<file path="src/rtl/sertx_pkg.sv">
package sertx_pkg;
  // Bit positions inside the synchronizer vector
  localparam int SI_XCLK = 0;
  localparam int SI_SELN = 1;
  localparam int SI_RC   = 2;
  localparam int SI_TAG  = 3;
  localparam int SI_NUM  = 4;

  // Host-clocked read session states
  typedef enum logic [1:0] {
    XS_IDLE  = 2'd0,
    XS_ARM   = 2'd1,
    XS_SYNC  = 2'd2,
    XS_SHIFT = 2'd3
  } xstate_t;
endpackage

</file>
<file path="src/rtl/sertx_sync.sv">
module sertx_sync #(
  parameter int N      = 4,
  parameter int STAGES = 2
) (
  input  logic         clk,
  input  logic [N-1:0] d,
  output logic [N-1:0] q
);
  localparam int TOT = N * STAGES;

  logic [TOT-1:0] chain;

  // Plain flop chain, filled during reset so no false edges follow it
  always_ff @(posedge clk) begin
    chain <= TOT'({chain, d});
  end

  assign q = chain[TOT-1 -: N];
endmodule

</file>
<file path="src/rtl/sertx_intclk.sv">
module sertx_intclk #(
  parameter int WIDTH    = 16,
  parameter int DIV_HALF = 11
) (
  input  logic clk,
  input  logic rst,
  input  logic start,
  output logic dclk,
  output logic fall,
  output logic busy
);
  localparam int HW = (DIV_HALF > 1) ? $clog2(DIV_HALF) : 1;
  localparam int CW = (WIDTH > 1) ? $clog2(WIDTH) : 1;

  logic [HW-1:0] hc_q;
  logic [CW-1:0] pc_q;
  logic          busy_q;
  logic          phase_q;
  logic          fall_q;

  always_ff @(posedge clk) begin
    if (rst) begin
      hc_q    <= '0;
      pc_q    <= '0;
      busy_q  <= 1'b0;
      phase_q <= 1'b0;
      fall_q  <= 1'b0;
    end else begin
      fall_q <= 1'b0;
      if (!busy_q) begin
        if (start) begin
          busy_q  <= 1'b1;
          phase_q <= 1'b0;
          hc_q    <= '0;
          pc_q    <= '0;
        end
      end else if (hc_q == HW'(DIV_HALF - 1)) begin
        hc_q <= '0;
        if (!phase_q) begin
          phase_q <= 1'b1;
        end else begin
          phase_q <= 1'b0;
          fall_q  <= 1'b1;
          if (pc_q == CW'(WIDTH - 1)) busy_q <= 1'b0;
          else                        pc_q   <= pc_q + 1'b1;
        end
      end else begin
        hc_q <= hc_q + 1'b1;
      end
    end
  end

  assign dclk = phase_q;
  assign fall = fall_q;
  assign busy = busy_q;


  fall_after_high_chk: assert property (@(posedge clk) disable iff (rst)
    fall_q |-> (!phase_q && $past(phase_q)));


  idle_clock_low_chk: assert property (@(posedge clk) disable iff (rst)
    (!busy_q && !$past(busy_q)) |-> !phase_q);
endmodule

</file>
<file path="src/rtl/sertx_shift.sv">
module sertx_shift #(
  parameter int WIDTH = 16
) (
  input  logic             clk,
  input  logic             rst,
  input  logic             load,
  input  logic [WIDTH-1:0] load_word,
  input  logic             shift,
  input  logic             shift_in,
  output logic             msb
);
  logic [WIDTH-1:0] sr_q;

  always_ff @(posedge clk) begin
    if (rst)        sr_q <= '0;
    else if (load)  sr_q <= load_word;
    else if (shift) sr_q <= {sr_q[WIDTH-2:0], shift_in};
  end

  assign msb = sr_q[WIDTH-1];


  hold_when_quiet_chk: assert property (@(posedge clk) disable iff (rst)
    (!$past(load) && !$past(shift)) |-> $stable(sr_q));
endmodule

</file>
<file path="src/rtl/sertx_result_tx.sv">
module sertx_result_tx
  import sertx_pkg::*;
#(
  parameter int WIDTH       = 16,
  parameter int DIV_HALF    = 11,
  parameter int SYNC_STAGES = 2
) (
  input  logic             clk,
  input  logic             rst,
  input  logic [WIDTH-1:0] word_i,
  input  logic             ext_mode_i,
  input  logic             straight_i,
  input  logic             sel_n_i,
  input  logic             rdconv_i,
  input  logic             xclk_i,
  input  logic             tag_i,
  output logic             sdata_o,
  output logic             dclk_o,
  output logic             sync_o
);
  // ---------------- input synchronization and edges ----------------
  logic [SI_NUM-1:0] raw, syn, prev_q;

  always_comb begin
    raw          = '0;
    raw[SI_XCLK] = xclk_i;
    raw[SI_SELN] = sel_n_i;
    raw[SI_RC]   = rdconv_i;
    raw[SI_TAG]  = tag_i;
  end

  sertx_sync #(.N(SI_NUM), .STAGES(SYNC_STAGES)) u_sync (
    .clk (clk),
    .d   (raw),
    .q   (syn)
  );

  always_ff @(posedge clk) begin
    prev_q <= syn;
  end

  logic xr, xf, rc_rise, sel_fall, conv_start, session_ok, ext_trig;

  assign xr         = syn[SI_XCLK] & ~prev_q[SI_XCLK];
  assign xf         = ~syn[SI_XCLK] & prev_q[SI_XCLK];
  assign rc_rise    = syn[SI_RC] & ~prev_q[SI_RC];
  assign sel_fall   = ~syn[SI_SELN] & prev_q[SI_SELN];
  assign conv_start = ~(syn[SI_SELN] | syn[SI_RC]) & (prev_q[SI_SELN] | prev_q[SI_RC]);
  assign session_ok = ~syn[SI_SELN] & syn[SI_RC];
  assign ext_trig   = ext_mode_i &
                      ((rc_rise & ~syn[SI_SELN]) | (sel_fall & syn[SI_RC]));

  // ---------------- output coding ----------------
  logic [WIDTH-1:0] coded;
  assign coded = straight_i ? word_i : {~word_i[WIDTH-1], word_i[WIDTH-2:0]};

  // ---------------- self-clocked generator ----------------
  logic int_busy, int_fall, int_start, int_dclk;

  assign int_start = conv_start & ~ext_mode_i & ~int_busy;

  sertx_intclk #(.WIDTH(WIDTH), .DIV_HALF(DIV_HALF)) u_intclk (
    .clk   (clk),
    .rst   (rst),
    .start (int_start),
    .dclk  (int_dclk),
    .fall  (int_fall),
    .busy  (int_busy)
  );

  assign dclk_o = int_dclk;

  // ---------------- host-clocked session ----------------
  xstate_t xs_q;
  logic    sync_q;
  logic    tag_q;

  always_ff @(posedge clk) begin
    if (rst) begin
      xs_q   <= XS_IDLE;
      sync_q <= 1'b0;
    end else if (!ext_mode_i) begin
      xs_q   <= XS_IDLE;
      sync_q <= 1'b0;
    end else if (ext_trig) begin
      xs_q   <= XS_ARM;
      sync_q <= 1'b0;
    end else if (xs_q != XS_IDLE && !session_ok) begin
      xs_q   <= XS_IDLE;
      sync_q <= 1'b0;
    end else begin
      case (xs_q)
        XS_ARM:   if (xr) begin xs_q <= XS_SYNC;  sync_q <= 1'b1; end
        XS_SYNC:  if (xf) begin xs_q <= XS_SHIFT; sync_q <= 1'b0; end
        default:  ;
      endcase
    end
  end

  // Tag: captured at a conversion start (self-clocked) or at each host rise
  always_ff @(posedge clk) begin
    if (rst)                                         tag_q <= 1'b0;
    else if (int_start)                              tag_q <= syn[SI_TAG];
    else if (ext_mode_i && xr && xs_q != XS_IDLE)    tag_q <= syn[SI_TAG];
  end

  assign sync_o = sync_q;

  // ---------------- shared shifter ----------------
  logic sh_load, sh_shift;

  assign sh_load  = int_start | ext_trig;
  assign sh_shift = int_fall |
                    (ext_mode_i & (xs_q == XS_SHIFT) & xf & session_ok);

  sertx_shift #(.WIDTH(WIDTH)) u_shift (
    .clk       (clk),
    .rst       (rst),
    .load      (sh_load),
    .load_word (coded),
    .shift     (sh_shift),
    .shift_in  (tag_q),
    .msb       (sdata_o)
  );

  // ---------------- assertions ----------------

  sync_after_rise_chk: assert property (@(posedge clk) disable iff (rst)
    $rose(sync_o) |-> $past(xr));


  sync_drop_reason_chk: assert property (@(posedge clk) disable iff (rst)
    $fell(sync_o) |-> ($past(xf) || $past(!session_ok) ||
                       $past(!ext_mode_i) || $past(ext_trig)));


  no_sync_selfclk_chk: assert property (@(posedge clk) disable iff (rst)
    !$past(ext_mode_i) |-> !sync_o);


  session_abort_chk: assert property (@(posedge clk) disable iff (rst)
    (ext_mode_i && xs_q != XS_IDLE && !session_ok) |=> (xs_q == XS_IDLE && !sync_o));
endmodule

</file>
<file path="config.mk">
export PLATFORM = sky130hd
export DESIGN_NAME = sertx_result_tx
export DESIGN_NICKNAME = d
export VERILOG_FILES = /design/src/rtl/sertx_pkg.sv /design/src/rtl/sertx_sync.sv /design/src/rtl/sertx_intclk.sv /design/src/rtl/sertx_shift.sv /design/src/rtl/sertx_result_tx.sv
export SDC_FILE = /design/constraint.sdc
export NUM_CORES = 1
export LEC_CHECK = 0
export ABC_AREA = 1
export CAP_MARGIN = 40
export CORE_AREA = 2 2 62 64
export DETAILED_ROUTE_END_ITERATION = 10
export DIE_AREA = 0 0 64 66
export GPL_TIMING_DRIVEN = 0
export PLACE_DENSITY = 0.77
export SLEW_MARGIN = 15
export SYNTH_ARGS = -nofsm -noshare
export SYNTH_HDL_FRONTEND = slang
export SYNTH_SLANG_ARGS = --single-unit
export TNS_END_PERCENT = 30
</file>
<file path="constraint.sdc">
create_clock -name clk -period 1.9 [get_ports clk]
set_input_delay 0.285 -clock clk [delete_from_list [all_inputs] [get_ports clk]]
set_output_delay 0.285 -clock clk [all_outputs]
set_load 0.03 [all_outputs]
</file>
## Word level (Yosys, flattened, before mapping)

Cells that the tools add are included.
W data, S select, Z words.

| word-level totals | value |
|---|---|
| output and inout bits | 3 |
| logic and storage cells | 101 |
| flip-flop bits (word level) | 42 |
| input port bits | 24 |

| operators by class | value |
|---|---|
| eq/ne operators | 12 |
| reduce and logical (&&, ||, !) cells | 17 |
| bitwise gates (word level) | 28 |
| add/sub/neg operators | 2 |
| muxes and demuxes | 30 |

Operator list:

| cell | number |
|---|---|
| $mux W16 | 3 |
| $mux W4 | 7 |
| $mux W1 | 16 |
| $and A1 B1 Y1 | 14 |
| $ne A2 B2 Y1 const B | 5 |
| $reduce_bool A2 Y1 | 5 |
| $not A1 Y1 | 9 |
| $add A4 B1 Y4 const B | 2 |
| $eq A4 B4 Y1 const B | 2 |
| $ne A4 B4 Y1 const B | 2 |
| $reduce_and A3 Y1 | 2 |
| $or A1 B1 Y1 | 5 |
| $eq A2 B2 Y1 const B | 2 |
| $mux W2 | 2 |
| $pmux W2 S2 | 1 |
| $reduce_and A4 Y1 | 1 |
| $reduce_bool A4 Y1 | 1 |
| $reduce_or A4 Y1 | 1 |
| $logic_and A1 B1 Y1 | 3 |
| $reduce_or A3 Y1 | 1 |
| $eq A2 B1 Y1 const B | 1 |
| $pmux W1 S2 | 1 |
| $reduce_and A2 Y1 | 1 |
| $reduce_or A2 Y1 | 1 |
| $logic_not A1 Y1 | 1 |

## Longest topological paths before layout

| depth | value |
|---|---|
| depth after elaboration | 7 |
| mapped depth | 10 |

## By module

From an unflattened synthesis, not the netlist that was laid out.

| unflattened totals | value |
|---|---|
| cells, all modules | 273 |
| area, all modules | 1973.1 µm² |

Modules (own cells, without submodules):

| module | cells an instance | area an instance (µm²) | instances | sequential area each (µm²) |
|---|---|---|---|---|
| sertx_shift | 124 | 812.0 | 1 | 320.3 |
| sertx_intclk | 83 | 595.6 | 1 | 220.2 |
| sertx_result_tx | 54 | 375.4 | 1 | 140.1 |
| sertx_sync | 12 | 190.2 | 1 | 160.2 |

## Worst setup path before layout

Ideal clock, no wire load.

| timing | value |
|---|---|
| path type | reg2reg |
| start | reg u_intclk.phase_q, in the netlist u_intclk.dclk |
| end | reg u_intclk.pc_q[2] |
| cell stages (with the launch flop) | 6 |
| setup slack | 0.488 ns |
| setup time | 0.117 ns |
| required time | 1.783 ns |
| arrival time | 1.294 ns |
| cell sequence | dfxtp_1 inv_1 o21ai_0 nand3_1 o21ai_0 nor2_1 |

| between the ends | value |
|---|---|
| word-level cells in the longest chain between the ends | 2 |

Ends and longest elaborated chain:

| what | line | text |
|---|---|---|
| from (decl) | sertx_intclk.sv:18 | `logic phase_q;` |
| from (signal assigned) | sertx_intclk.sv:26 | `phase_q <= 1'b0;` |
| from (signal assigned) | sertx_intclk.sv:33 | `phase_q <= 1'b0;` |
| from (signal assigned) | sertx_intclk.sv:40 | `phase_q <= 1'b1;` |
| $ne A2 B2 Y1 (no line) | - |  |
| $reduce_and A4 Y1 (no line) | - |  |
| to (signal assigned) | sertx_intclk.sv:45 | `else pc_q <= pc_q + 1'b1;` |
| to (decl) | sertx_intclk.sv:16 | `logic [CW-1:0] pc_q;` |

Every way passes these cells.
A chain may end at the register's enable or synchronous reset.

## Final worst setup path

| timing | value |
|---|---|
| start | reg u_intclk.phase_q, in the netlist u_intclk.dclk |
| end | out dclk_o |

RTL lines:

| what | line | text |
|---|---|---|
| to (decl) | sertx_result_tx.sv:18 | `output logic dclk_o,` |

No word-level cell between the ends.

==> results by group <==
Status
  • Run status: completed

STA
  • F_max: 587 MHz
  • RSZ-0062 raised after global routing: no
  • Clock skew: 0.0184 ns
  • Min cycle time layout: 1.70 ns
  • Worst Tran Pin Value: 0.392 ns
  • Slew HR: 73.9%
  • Final setup fails: 0
  • Setup TNS: 0 ns
  • Fin. max-slew vios: 0
  • Fin crit share: 89.6%
  • Fin. Hold Viols: 0

Clocking
  • CTS Root Cell: clkbuf_4
  • Worst-path clk slew: 0.12 ns
  • Postcts setup bufs: 0
  • Clock tree from TritonCTS: yes
  • CTS Buf Count: 5
  • CTS max path bufs: 2
  • Post-cts resize count: 0
  • CTS H-tree depth: 2
  • Clk_lat worst skew: 0.35 ns
  • Hold_buf cts: 0
  • CTS Sinks: 42

Global route
  • Initial antenna violation count: 0
  • Largest net degree at the start of global routing: 13
  • Total global routing track utilization: 18.0%
  • Vias in the first global route: 1,448
  • First-pass GRT wire length: 5950 um
  • Remaining Overflow, GRT: 0

Setup path
  • Reg2Reg Depth: 7
  • Maximum fanout along the worst path: 4
  • WP depth: 1
  • R2r setup slk: 0.30 ns
  • Beginning of the worst register-to-register path: u_intclk.pc_q[0]
  • CP Capture Type: output port
  • Slowest stage delay, CP: 0.68 ns
  • Crit-path cells: clkdlybuf4s50_1
  • CP arrival: 1.42 ns
  • Slowest-stage cell, CP: clkdlybuf4s50_1
  • Worst Path Required: 1.62 ns
  • Worst Setup SP: u_intclk.dclk
  • Worst path buffer plus inverter count: 1
  • CP delay by family, top: buffers and inverters
  • Setup Crit Path Kind: flop to output port
  • Crit path launch type: flop

Floorplan
  • Total die area: 4220 um^2
  • IO Count: 27
  • Core area: 3550 um^2
  • Row count: 22
  • Initial Util: 51.5%
  • Die Wd: 64 um
  • Die Y-Extent: 66 um

Layout
  • Core Util, Final: 62.5%
  • Number of nets in the final layout: 312
  • # diodes: 0
  • Post-route cell area: 2220 um^2
  • P&R area growth vs syn: 21.4%
  • Non-filler instance count after layout: 333
  • Most common cell after layout, fill and taps aside: nand2_1
  • Most frequent cells in the layout: nand2_1, nor2_1, dfxtp_1, nand3_1, clkdlybuf4s50_1
  • Layout cells sized above 1: 8.07%

Placement
  • Routability congestion estimate from global placement: 0.770
  • DP Area: 2140 um^2
  • Buffers on Ports: 25
  • DP HPWL: 2390 um
  • Number of instances in the placed design: 326

Power
  • Leak: 0.000950 uW
  • PwrDens: 785 nW/um^2
  • Maximum vdd drop: 718 uV
  • Overall power: 1740 uW

Logic synthesis
  • Mean Syn Cell Area: 7.23 um^2
  • Cell Area, Synth: 1830 um^2
  • Cell taking the most area after synthesis: dfxtp_1
  • Post-synthesis simple-gate area fraction: 33.7%
  • Post-Syn Instances: 253
  • Compound-Gate Fraction of Synth Area: 8.96%
  • EDFF count, synth: 0
  • Synth area leaders: dfxtp_1, nand2_1, nand3_1
  • Post-synthesis adder-cell area fraction: 2.05%
  • Post-synth top flop: dfxtp_1
  • Ys async rst share: 0%
  • #FFs+latches synth: 42
  • Post-Syn Nets: 280
  • Count of different cell masters after synthesis: 25
  • Post-synthesis mux area share: 0%
  • Yosys top cell area share: 46.0%
  • Warnings from Yosys: 0
  • Post-synthesis xor/xnor area fraction: 1.44%
  • Largest family of logic cells by synthesized area: simple AND/OR/NAND/NOR gates
  • Seq/Total Area, Yosys: 46.0%

Route
  • DR vias/cell: 4.88
  • Met3 WL: 150 um
  • DRC viols: 0
  • Via count: 1,624
  • First DRT Iteration DRCs: 55
  • Max Used Layer: met4
  • Met1 Wirelength: 1620 um
  • Post-route ant nets: 0
  • Post-Route WL: 3430 um
  • Drt pass-1 iters: 4
  • Met2 wire length: 1590 um
  • WL per Instance: 10.3 um

Worst hold path
  • Hold depth: 2
  • Hold crit path type: input port to flop
  • Hold_sp: rst

Job
  • Max_cap viols: 0
## cells by family (layout without fill, tap and decap cells)
group,after synthesis,count (layout)
AOI/OAI and AO/OA,31,31
xor gates and xnor gates,3,3
adders and majority gates,3,3
buffers and inverters,32,64
DFF,42,42
and+or+nand+nor,142,142
## sequential cells by signal, summed over array words and instances (netlist names)
register       count
prev_q             3
sync_o             1
tag_q              1
u_intclk.busy      1
u_intclk.dclk      1
u_intclk.fall      1
u_intclk.hc_q      4
u_intclk.pc_q      4
u_shift.sr_q      16
u_sync.chain       8
xs_q               2
## final timing paths
check | endpoint
max | dclk_o
min | u_intclk.hc_q[3]
max reg2reg | u_intclk.pc_q[2]
min reg2reg | u_sync.chain[6]
## layout make-up
class                   count  area, um^2
inverters                  21        78.8
flip-flops and latches     42         841
plain buffers              11        66.3
repair buffers             25         250
clock buffers               6        51.3
clock inverters             1        30.0
well taps                  48        60.1
fillers                   334        1330
multi-input cells         179         843
## power breakdown
part	internal [uW]	total (uW)	leakage, uW	switching [uW]
combinational	99.6	209	0.000560	110
sequential	923	945	0.000345	22.0
clock	306	589	0.0000443	283
total	1330	1740	0.000950	414
## cell usage after synthesis (2+ instances only)
| cell | instances |
|---|---|
| o21ai_0 | 16 |
| nand2_1 | 58 |
| inv_2 | 2 |
| buf_4 | 3 |
| a21oi_1 | 12 |
| nor2_1 | 43 |
| xnor2_1 | 2 |
| ha_1 | 3 |
| dfxtp_1 | 42 |
| buf_2 | 5 |
| nand3_1 | 33 |
| inv_1 | 19 |
| clkbuf_1 | 2 |
| nor2_2 | 2 |
## routing by layer
layer | vias to the layer above | track usage [%]
li1 | 873 | -
met1 | 714 | 21.1
met2 | 30 | 30.9
met3 | 7 | 4.60
met4 | 0 | 8.15
met5 | - | 0
## stage by stage
| step | hold WS [ns] | worst slack (ns) |
|---|---|---|
| after floorplan | 0.310 | 0.488 |
| after global placement | 0.310 | 0.0343 |
| after detailed placement | 0.314 | 0.0275 |
| after CTS | 0.292 | 0.187 |
| after global routing | 0.312 | 0.126 |
| final | 0.305 | 0.197 |
No activity file was read; power rests on OpenSTA's default activity.
